### src/rtl/trap_pkg.sv
package trap_pkg;
    typedef enum logic [1:0] {
        ST_RUN,
        ST_FETCH,
        ST_HALT,
        ST_SLEEP
    } trap_state_e;

    localparam int FLG_IE   = 16;
    localparam int FLG_USER = 17;
    localparam int FLG_STOP = 19;

    localparam logic [7:0] VEC_DIV0     = 8'd0;
    localparam logic [7:0] VEC_NMI      = 8'd1;
    localparam logic [7:0] VEC_OVF      = 8'd2;
    localparam logic [7:0] VEC_INV      = 8'd3;
    localparam logic [7:0] VEC_PROT     = 8'd4;
    localparam logic [7:0] VEC_PAGE     = 8'd5;
    localparam logic [7:0] VEC_SCALL    = 8'd6;
    localparam logic [7:0] VEC_EXT_BASE = 8'd32;
endpackage

### src/rtl/trap_prio.sv
module trap_prio
    import trap_pkg::*;
#(
    parameter int NUM_IRQ = 8
) (
    input  logic [4:0]         exc,
    input  logic               cmd_int,
    input  logic               cmd_scall,
    input  logic               cmd_iret,
    input  logic [7:0]         cmd_imm,
    input  logic               user,
    input  logic               ie,
    input  logic               nmi,
    input  logic [NUM_IRQ-1:0] irq,
    output logic               take,
    output logic               do_iret,
    output logic [7:0]         vec
);
    localparam int IDXW = (NUM_IRQ > 1) ? $clog2(NUM_IRQ) : 1;

    // exc bit order: div0, ovf, inv, prot, page (lowest vector first)
    logic [7:0] exc_vec [5];
    assign exc_vec[0] = VEC_DIV0;
    assign exc_vec[1] = VEC_OVF;
    assign exc_vec[2] = VEC_INV;
    assign exc_vec[3] = VEC_PROT;
    assign exc_vec[4] = VEC_PAGE;

    logic [IDXW-1:0] irq_idx;
    logic            irq_any;

    always_comb begin
        irq_idx = '0;
        irq_any = 1'b0;
        for (int i = NUM_IRQ - 1; i >= 0; i--) begin
            if (irq[i]) begin
                irq_idx = IDXW'(i);
                irq_any = 1'b1;
            end
        end
    end

    logic [7:0] exc_sel;
    always_comb begin
        exc_sel = VEC_DIV0;
        for (int k = 4; k >= 0; k--) begin
            if (exc[k]) exc_sel = exc_vec[k];
        end
    end

    always_comb begin
        take    = 1'b0;
        do_iret = 1'b0;
        vec     = '0;
        if (|exc) begin
            take = 1'b1;
            vec  = exc_sel;
        end else if ((cmd_int || cmd_iret) && user) begin
            take = 1'b1;
            vec  = VEC_PROT;
        end else if (cmd_int) begin
            take = 1'b1;
            vec  = cmd_imm;
        end else if (cmd_scall) begin
            take = 1'b1;
            vec  = VEC_SCALL;
        end else if (cmd_iret) begin
            do_iret = 1'b1;
        end else if (nmi) begin
            take = 1'b1;
            vec  = VEC_NMI;
        end else if (ie && irq_any) begin
            take = 1'b1;
            vec  = VEC_EXT_BASE + 8'(irq_idx);
        end
    end
endmodule

### src/rtl/trap_ctx.sv
module trap_ctx #(
    parameter int XLEN = 32
) (
    input  logic            clk,
    input  logic            rst_n,
    input  logic            save,
    input  logic [XLEN-1:0] ip_in,
    input  logic [XLEN-1:0] sp_in,
    input  logic [XLEN-1:0] flg_in,
    output logic [XLEN-1:0] ip_q,
    output logic [XLEN-1:0] sp_q,
    output logic [XLEN-1:0] flg_q
);
    always_ff @(posedge clk) begin
        if (!rst_n) begin
            ip_q  <= '0;
            sp_q  <= '0;
            flg_q <= '0;
        end else if (save) begin
            ip_q  <= ip_in;
            sp_q  <= sp_in;
            flg_q <= flg_in;
        end
    end
endmodule

### src/rtl/trap_ctrl.sv
module trap_ctrl
    import trap_pkg::*;
#(
    parameter int              XLEN     = 32,
    parameter int              NUM_IRQ  = 8,
    parameter logic [XLEN-1:0] VEC_BASE = 32'h0000_0100
) (
    input  logic               clk,
    input  logic               rst_n,
    input  logic [XLEN-1:0]    cur_ip,
    input  logic [XLEN-1:0]    cur_sp,
    input  logic [XLEN-1:0]    cur_flg,
    input  logic               exc_div0,
    input  logic               exc_ovf,
    input  logic               exc_inv,
    input  logic               exc_prot,
    input  logic               exc_page,
    input  logic               nmi_req,
    input  logic [NUM_IRQ-1:0] irq_req,
    input  logic               cmd_int,
    input  logic               cmd_scall,
    input  logic               cmd_iret,
    input  logic [7:0]         cmd_imm,
    output logic               mem_req,
    output logic [XLEN-1:0]    mem_addr,
    input  logic [XLEN-1:0]    mem_rdata,
    input  logic               mem_rvalid,
    output logic               ip_load,
    output logic [XLEN-1:0]    ip_value,
    output logic               sp_load,
    output logic [XLEN-1:0]    sp_value,
    output logic               flg_load,
    output logic [XLEN-1:0]    flg_value,
    output logic               busy,
    output logic               halted,
    output logic               asleep,
    output logic [XLEN-1:0]    ctx_ip,
    output logic [XLEN-1:0]    ctx_sp,
    output logic [XLEN-1:0]    ctx_flg
);
    localparam logic [XLEN-1:0] ENTRY_CLR =
        (XLEN'(1) << FLG_IE) | (XLEN'(1) << FLG_USER) | (XLEN'(1) << FLG_STOP);

    trap_state_e st_q, st_d;
    logic [7:0]  vec_q;
    logic        run_st, sleep_st;
    logic        take, do_iret;
    logic [7:0]  vec_sel;
    logic        accept;
    logic [XLEN-1:0] flg_save;

    assign run_st   = (st_q == ST_RUN);
    assign sleep_st = (st_q == ST_SLEEP);

    trap_prio #(.NUM_IRQ(NUM_IRQ)) u_prio (
        .exc       ({exc_page, exc_prot, exc_inv, exc_ovf, exc_div0} & {5{run_st}}),
        .cmd_int   (cmd_int   && run_st),
        .cmd_scall (cmd_scall && run_st),
        .cmd_iret  (cmd_iret  && run_st),
        .cmd_imm   (cmd_imm),
        .user      (cur_flg[FLG_USER]),
        .ie        (cur_flg[FLG_IE]),
        .nmi       (nmi_req && (run_st || sleep_st)),
        .irq       (irq_req & {NUM_IRQ{run_st || sleep_st}}),
        .take      (take),
        .do_iret   (do_iret),
        .vec       (vec_sel)
    );

    assign accept   = take && (run_st || sleep_st);
    assign flg_save = sleep_st ? (cur_flg & ~(XLEN'(1) << FLG_STOP)) : cur_flg;

    trap_ctx #(.XLEN(XLEN)) u_ctx (
        .clk    (clk),
        .rst_n  (rst_n),
        .save   (accept),
        .ip_in  (cur_ip),
        .sp_in  (cur_sp),
        .flg_in (flg_save),
        .ip_q   (ctx_ip),
        .sp_q   (ctx_sp),
        .flg_q  (ctx_flg)
    );

    always_ff @(posedge clk) begin
        if (!rst_n) begin
            st_q  <= ST_RUN;
            vec_q <= '0;
        end else begin
            st_q <= st_d;
            if (accept) vec_q <= vec_sel;
        end
    end

    always_comb begin
        st_d = st_q;
        unique case (st_q)
            ST_RUN: begin
                if (take)                   st_d = ST_FETCH;
                else if (do_iret)           st_d = ST_RUN;
                else if (cur_flg[FLG_STOP]) st_d = cur_flg[FLG_IE] ? ST_SLEEP : ST_HALT;
            end
            ST_FETCH: if (mem_rvalid) st_d = ST_RUN;
            ST_HALT:  st_d = ST_HALT;
            ST_SLEEP: if (take) st_d = ST_FETCH;
            default:  st_d = ST_RUN;
        endcase
    end

    always_comb begin
        mem_req   = 1'b0;
        mem_addr  = VEC_BASE + (XLEN'(vec_q) << 2);
        ip_load   = 1'b0;
        ip_value  = ctx_ip;
        sp_load   = 1'b0;
        sp_value  = ctx_sp;
        flg_load  = 1'b0;
        flg_value = ctx_flg;
        busy      = 1'b1;
        halted    = 1'b0;
        asleep    = 1'b0;
        unique case (st_q)
            ST_RUN: begin
                busy = 1'b0;
                if (do_iret) begin
                    ip_load  = 1'b1;
                    sp_load  = 1'b1;
                    flg_load = 1'b1;
                end
            end
            ST_FETCH: begin
                mem_req = 1'b1;
                if (mem_rvalid) begin
                    ip_load   = 1'b1;
                    ip_value  = mem_rdata;
                    flg_load  = 1'b1;
                    flg_value = ctx_flg & ~ENTRY_CLR;
                end
            end
            ST_HALT:  halted = 1'b1;
            ST_SLEEP: asleep = 1'b1;
            default:  busy = 1'b1;
        endcase
    end
endmodule

### config.mk
export PLATFORM = sky130hd
export DESIGN_NAME = trap_ctrl
export DESIGN_NICKNAME = d
export VERILOG_FILES = /design/src/rtl/trap_pkg.sv /design/src/rtl/trap_prio.sv /design/src/rtl/trap_ctx.sv /design/src/rtl/trap_ctrl.sv
export SDC_FILE = /design/constraint.sdc
export NUM_CORES = 1
export LEC_CHECK = 0
export BUFFER_PORTS_ARGS = -buffer_cell sky130_fd_sc_hd__buf_2
export CAP_MARGIN = 20
export CORE_AREA = 2 2 152 154
export DETAILED_ROUTE_END_ITERATION = 12
export DIE_AREA = 0 0 154 156
export PLACE_DENSITY = 0.64
export SLEW_MARGIN = 15
export SYNTH_ARGS = -nofsm -noshare
export SYNTH_HDL_FRONTEND = slang
export SYNTH_HIERARCHICAL = 1
export SYNTH_SLANG_ARGS = --single-unit
### constraint.sdc
create_clock -name clk -period 3.5 [get_ports clk]
set_clock_uncertainty 0.2 [all_clocks]
set_input_delay 0.525 -clock clk [delete_from_list [all_inputs] [get_ports clk]]
set_output_delay 0.525 -clock clk [all_outputs]
set_load 0.005 [all_outputs]
==> flow_metrics.env, run 1 <==
export IMPL_status="finished clean"
export IMPL_drive_gt1_share_pct=50.2
export IMPL_slew_viol_final=0
export IMPL_drt_first_pass_iters=4
export IMPL_worstSetupPathType="flip-flop to output pin"
export IMPL_vias=4714
export IMPL_timing_rr_end="u_ctx/ip_q[16]"
export IMPL_sw_frac_of_total_pct=35.7
export IMPL_core_area_sq_um=22400
export IMPL_synthXorXnorAreaFrac_pct=0
export IMPL_clock_sinks=106
export IMPL_fin_area_sq_um=7560
export IMPL_grt_start_max_net_pins=68
export IMPL_first_iter_violations=160
export IMPL_antenna_found_initial=0
export IMPL_hp_start="cur_ip[22]"
export IMPL_setup_viol=0
export IMPL_hp_class="input pin to flip-flop"
export IMPL_synth_compound_area_share_pct=3.93
export IMPL_fmax_mhz=299
export IMPL_synth_area_sq_um=5760
export IMPL_max_slew_margin_rel_pct=38.0
export IMPL_r2r_start="st_q[0]"
export IMPL_hpwl_mm=12.8
export IMPL_setup_tns_ps=0
export IMPL_h_tree_depth=3
export IMPL_p_leak_nw=4.16
export IMPL_die_y_um=156
export IMPL_grt_remaining_overflow=0
export IMPL_whs_endpoint="u_ctx/ip_q[22]"
export IMPL_synthAdderAreaFrac_pct=1.30
export IMPL_gp_congestion=0.825
export IMPL_startpoint_type="flip-flop"
export IMPL_initial_utilization_pct=25.8
export IMPL_ios=387
export IMPL_finalHoldViolCount=0
export IMPL_reg2reg_setup_slack_ps=570
export IMPL_gr_usage_all_layers_pct=12.8
export IMPL_synth_seq_cells=106
export IMPL_ys_flop_type="dfxtp_1"
export IMPL_maxCapViolCount=0
export IMPL_clock_latency_ps=350
export IMPL_post_route_period_util_pct=95.7
export IMPL_cts_tree="done"
export IMPL_clkTransAtPathRegs_ps=80
export IMPL_worstMarginPinSlew_ps=927
export IMPL_hold_path_depth=3
export IMPL_viasPerCell=4.10
export IMPL_cp_required_ps=2770
export IMPL_die_width_um=154
export IMPL_syn_area_per_cell_sq_um=10.1
export IMPL_post_drt_wl_per_cell_um=14.3
export IMPL_synth_top_family_by_area="multiplexers"
export IMPL_synth_cell_types=45
export IMPL_synthArstFlopShare_pct=0
export IMPL_synth_edf_count=0
export IMPL_cp_max_fo=14
export IMPL_grt_pass1_wl_mm=24.1
export IMPL_synth_simple_area_share_pct=18.5
export IMPL_worstPathArrival_ps=2620
export IMPL_r2r_cells=12
export IMPL_synthCells=572
export IMPL_p_per_area_nw_per_um2=625
export IMPL_portBuffers=363
export IMPL_rows=55
export IMPL_cts_root_buf="clkbuf_16"
export IMPL_place_area_sq_um=7250
export IMPL_insertedDiodeCount=0
export IMPL_area_growth_pct=31.2
export IMPL_drc=0
export IMPL_cts_buffers=9
export IMPL_dieArea_sq_um=24000
export IMPL_fin_cells=1151
export IMPL_min_period_ps=3350
export IMPL_synth_area_mux_share_pct=23.3
export IMPL_seqPwrFrac_pct=34.5
export IMPL_grt_pass1_vias=4480
export IMPL_peakVddDrop_mv=0.198
export IMPL_ys_seq_area_share_pct=36.8
export IMPL_post_place_cells=1135
export IMPL_rsz0062_at_grt="false"
export IMPL_power_mw=4.73
export IMPL_final_nets=1024
export IMPL_p_int_mw=3.04
export IMPL_final_antenna_net_count=0
export IMPL_combinationalPowerShare_pct=45.0
export IMPL_netSwitchingPower_mw=1.69
export IMPL_clockBufferDepth=2
export IMPL_crit_path_end_kind="output pin"
export IMPL_ys_warn_count=6
export IMPL_drt_wl_total_mm=16.4
export IMPL_power_frac_clock_pct=20.5
-- registers in the layout, summed over array words and instances, names as in the netlist --
name         count
st_q             2
u_ctx/ip_q      32
vec_q            8
u_ctx/flg_q     32
u_ctx/sp_q      32
-- cells in the final DEF (no fill, tap or decap), types with 3 or more instances in the layout --
master,Yosys,layout
a21boi_0,8,8
a21oi_1,4,4
and2_1,12,12
and3_1,5,4
buf_12,4,3
buf_2,3,363
buf_4,99,10
clkbuf_16,0,9
conb_1,1,23
dfxtp_1,106,104
ha_1,6,5
inv_1,6,6
inv_6,0,3
mux2_2,30,30
mux2i_1,98,98
nand2_1,19,19
nor2_1,12,12
nor2b_1,111,111
nor4_4,2,3
o21a_1,4,4
o31ai_1,3,3
-- cells in the mapped netlist (all sizes together), types with 2 or more instances --
master	number	area [sq um]
nor2b	112	703
buf	107	853
dfxtp	106	2120
mux2i	98	981
mux2	32	360
nand2	20	77.6
and2	12	75.1
clkbuf	12	46.3
nor2	12	45.0
a21boi	8	60.1
inv	7	28.8
ha	6	75.1
and3	5	31.3
a21oi	4	20.0
nor4	4	67.6
o21a	4	30.0
o31ai	3	22.5
nor3b	2	15.0
or3	2	17.5
-- worst max-delay path by stage --
stage            start             to  slack, ps
6_report       st_q[1]       flg_load        150
5_1_grt        st_q[1]       flg_load          2
4_1_cts        st_q[0]       flg_load         20
3_5_place_dp   st_q[0]       flg_load        220
3_3_place_gp   st_q[0]       flg_load        190
2_1_floorplan  st_q[0]  u_ctx/ip_q[0]        410
-- worst max-delay path, stage by stage, from the launching register on --
cell and delay, ps:
dfxtp_2 360, inv_1 100, ha_4 210, and2_1 170, or3_4 430, nor4_4 310
and3_4 240, and2_1 160, o21bai_1 130, buf_2 160
-- area by class of cell --
type | instances | area, sq um
Fill cell | 2327 | 14800
Multi-Input combinational cell | 362 | 2820
Sequential cell | 106 | 2120
Timing Repair Buffer | 376 | 1950
Tap cell | 285 | 357
Clock buffer | 9 | 225
Clock inverter | 6 | 48.8
Inverter | 7 | 31.3
-- logic make-up (layout without fill, tap and decap cells) --
| kind of cell | Yosys count | in the layout |
|---|---|---|
| compound gates | 29 | 29 |
| other cells | 1 | 23 |
| fa+ha+maj | 6 | 6 |
| flops | 106 | 106 |
| simple gates | 174 | 174 |
| buf+inv | 126 | 398 |
| mux | 130 | 130 |
-- repair_timing --
item	4_1_cts	5_1_grt
resized for setup	2	4
endpoints found under the setup margin	3	2
cloned	0	0
pin swaps	0	2
setup buffers	0	1
hold buffers	0	0
-- power by group through the flow --
stage / logic [mW] / clock network [mW] / registers [mW]
finish: 2.13 / 0.971 / 1.63
global route: 2.33 / 1.07 / 1.66
CTS: 2.13 / 1.03 / 1.63
detailed placement: 2.12 / 0 / 1.66
global placement: 2.11 / 0 / 1.65
floorplan: 1.58 / 0 / 1.64
-- through the flow --
stage | utilization [%] | hold WS, ps | setup WS (ps)
after global routing | 33.8 | 218 | 1.89
final | 33.8 | 226 | 151
after floorplan | - | 244 | 412
after detailed placement | 32.4 | 262 | 222
after CTS | 33.7 | 208 | 24.7
after global placement | 32.4 | 250 | 193
-- per-layer routing --
| metal | track usage, % | vias up | wire [um] |
|---|---|---|---|
| met3 | 3.28 | 6 | 1070 |
| met1 | 15.1 | 2150 | 6970 |
| met2 | 23.0 | 190 | 8280 |
| li1 | - | 2368 | - |
| met4 | 3.25 | 0 | 118 |
| met5 | 0 | - | 0 |
Note: power is estimated with default switching activity, not from simulation.
==> inputs of run 2 (changes only) <==
--- a/config.mk
+++ b/config.mk
@@ -10,6 +10,7 @@
 export CORE_AREA = 2 2 152 154
 export DETAILED_ROUTE_END_ITERATION = 12
 export DIE_AREA = 0 0 154 156
+export MAX_ROUTING_LAYER = met4
 export PLACE_DENSITY = 0.64
 export SLEW_MARGIN = 15
 export SYNTH_ARGS = -nofsm -noshare
==> run 2 against run 1 <==
Cell area is the same. Routed wire length is essentially flat. Sequential share of layout area is the same. Via count grew 0.30%. Sequential power is essentially flat. Combinational power is essentially flat. First-iteration DRC count grew 2.5%. Largest cell class unchanged. Highest routed layer unchanged.
==> flow_metrics.env, run 2 (same netlist as run 1, synthesis figures left out) <==
export IMPL_status="finished clean"
export IMPL_hpwl_mm=12.8
export IMPL_hold_path_depth=3
export IMPL_rows=55
export IMPL_cts_buffers=9
export IMPL_vias=4728
export IMPL_clockBufferDepth=2
export IMPL_setup_tns_ps=0
export IMPL_post_route_period_util_pct=95.5
export IMPL_area_growth_pct=31.2
export IMPL_multi_input_area_sq_um=2820
export IMPL_clock_sinks=106
export IMPL_drt_wl_total_mm=16.4
export IMPL_die_width_um=154
export IMPL_drc=0
export IMPL_r2r_cells=12
export IMPL_maxCapViolCount=0
export IMPL_worstSetupPathType="flip-flop to output pin"
export IMPL_peakVddDrop_mv=0.197
export IMPL_post_place_cells=1135
export IMPL_p_per_area_nw_per_um2=625
export IMPL_core_area_sq_um=22400
export IMPL_min_period_ps=3340
export IMPL_clock_latency_ps=350
export IMPL_h_tree_depth=3
export IMPL_portBuffers=363
export IMPL_drt_first_pass_iters=4
export IMPL_cp_required_ps=2770
export IMPL_layout_common_cells="buf_2 (363), nor2b_1 (111), dfxtp_1 (104)"
export IMPL_first_iter_violations=164
export IMPL_insertedDiodeCount=0
export IMPL_die_y_um=156
export IMPL_max_slew_margin_rel_pct=38.1
export IMPL_crit_path_start="st_q[1]"
export IMPL_grt_start_max_net_pins=68
export IMPL_largestRegisters="u_ctx/flg_q: 32 flops, u_ctx/ip_q: 32 flops, u_ctx/sp_q: 32 flops"
export IMPL_viasPerCell=4.11
export IMPL_worstPathArrival_ps=2620
export IMPL_gp_congestion=0.837
export IMPL_grt_pass1_vias=4483
export IMPL_cp_max_fo=14
export IMPL_drive_gt1_share_pct=50.2
export IMPL_setup_viol=0
export IMPL_final_nets=1024
export IMPL_post_drt_wl_per_cell_um=14.3
export IMPL_p_leak_nw=4.16
export IMPL_power_mw=4.73
export IMPL_cts_root_buf="clkbuf_16"
export IMPL_gr_usage_all_layers_pct=13.2
export IMPL_ios=387
export IMPL_layout_commonest_cell="buf_2"
export IMPL_dieArea_sq_um=24000
export IMPL_final_antenna_net_count=0
export IMPL_startpoint_type="flip-flop"
export IMPL_timing_hold_ws_ps=226
export IMPL_seq_area_sq_um=2120
export IMPL_place_ws_ps=222
export IMPL_crit_path_end_kind="output pin"
export IMPL_worstMarginPinSlew_ps=926
export IMPL_rsz0062_at_grt="false"
export IMPL_hp_class="input pin to flip-flop"
export IMPL_fillers=2327
export IMPL_fin_cells=1151
export IMPL_r2r_start="st_q[0]"
export IMPL_initial_utilization_pct=25.8
export IMPL_cts_tree="done"
export IMPL_slew_viol_final=0
export IMPL_fmax_mhz=299
export IMPL_grt_remaining_overflow=0
export IMPL_antenna_found_initial=0
export IMPL_clkTransAtPathRegs_ps=80
export IMPL_grt_pass1_wl_mm=24.1
export IMPL_setup_slack_ps=157
export IMPL_hp_start="cur_ip[22]"
export IMPL_finalHoldViolCount=0
==> run 2: area by class of cell <==
cell class	instances	share of cell area, %
repair buffers	376	25.8
well taps	285	4.72
clock inverters	6	0.645
clock buffers	9	2.98
multi-input cells	362	37.3
inverters	7	0.414
flip-flops and latches	106	28.1
==> run 2: worst paths after layout <==
check | to | slack (ps)
setup / recovery | flg_load | 160
hold reg to reg | vec_q[0] | 270
hold / removal | u_ctx/ip_q[22] | 230
setup reg to reg | u_ctx/ip_q[16] | 570
==> run 2: what timing repair did <==
item                       CTS  global route
gates resized for setup      2             4
setup buffers                0             1
hold endpoints to repair     0             0
hold buffers                 0             0
pin swaps                    0             2
setup endpoints to repair    3             2
==> run 2: power breakdown <==
part	total [mW]	internal, mW	switching (mW)
logic	2.12	1.10	1.02
registers	1.63	1.45	0.183
clock network	0.973	0.489	0.484
total	4.73	3.04	1.69
==> run 2: per-stage QoR <==
stage,area [sq um],utilization [%]
6_report,7560,33.8
5_1_grt,7560,33.8
4_1_cts,7540,33.7
3_5_place_dp,7250,32.4
3_3_place_gp,7250,32.4
2_1_floorplan,5850,-
==> run 2: critical path, stage by stage (launching register included) <==
cell and delay (ps):
dfxtp_2 360, inv_1 90, ha_4 210, and2_1 170
or3_4 430, nor4_4 310, and3_4 240, and2_1 160
o21bai_1 130, buf_2 160
==> run 2: metal layers <==
layer,vias to the layer above,global-route usage [%],wire [um]
met5,-,-,0
met4,0,3.25,131
met3,10,3.03,996
met2,197,23.0,8240
met1,2155,15.3,7060
li1,2366,-,-
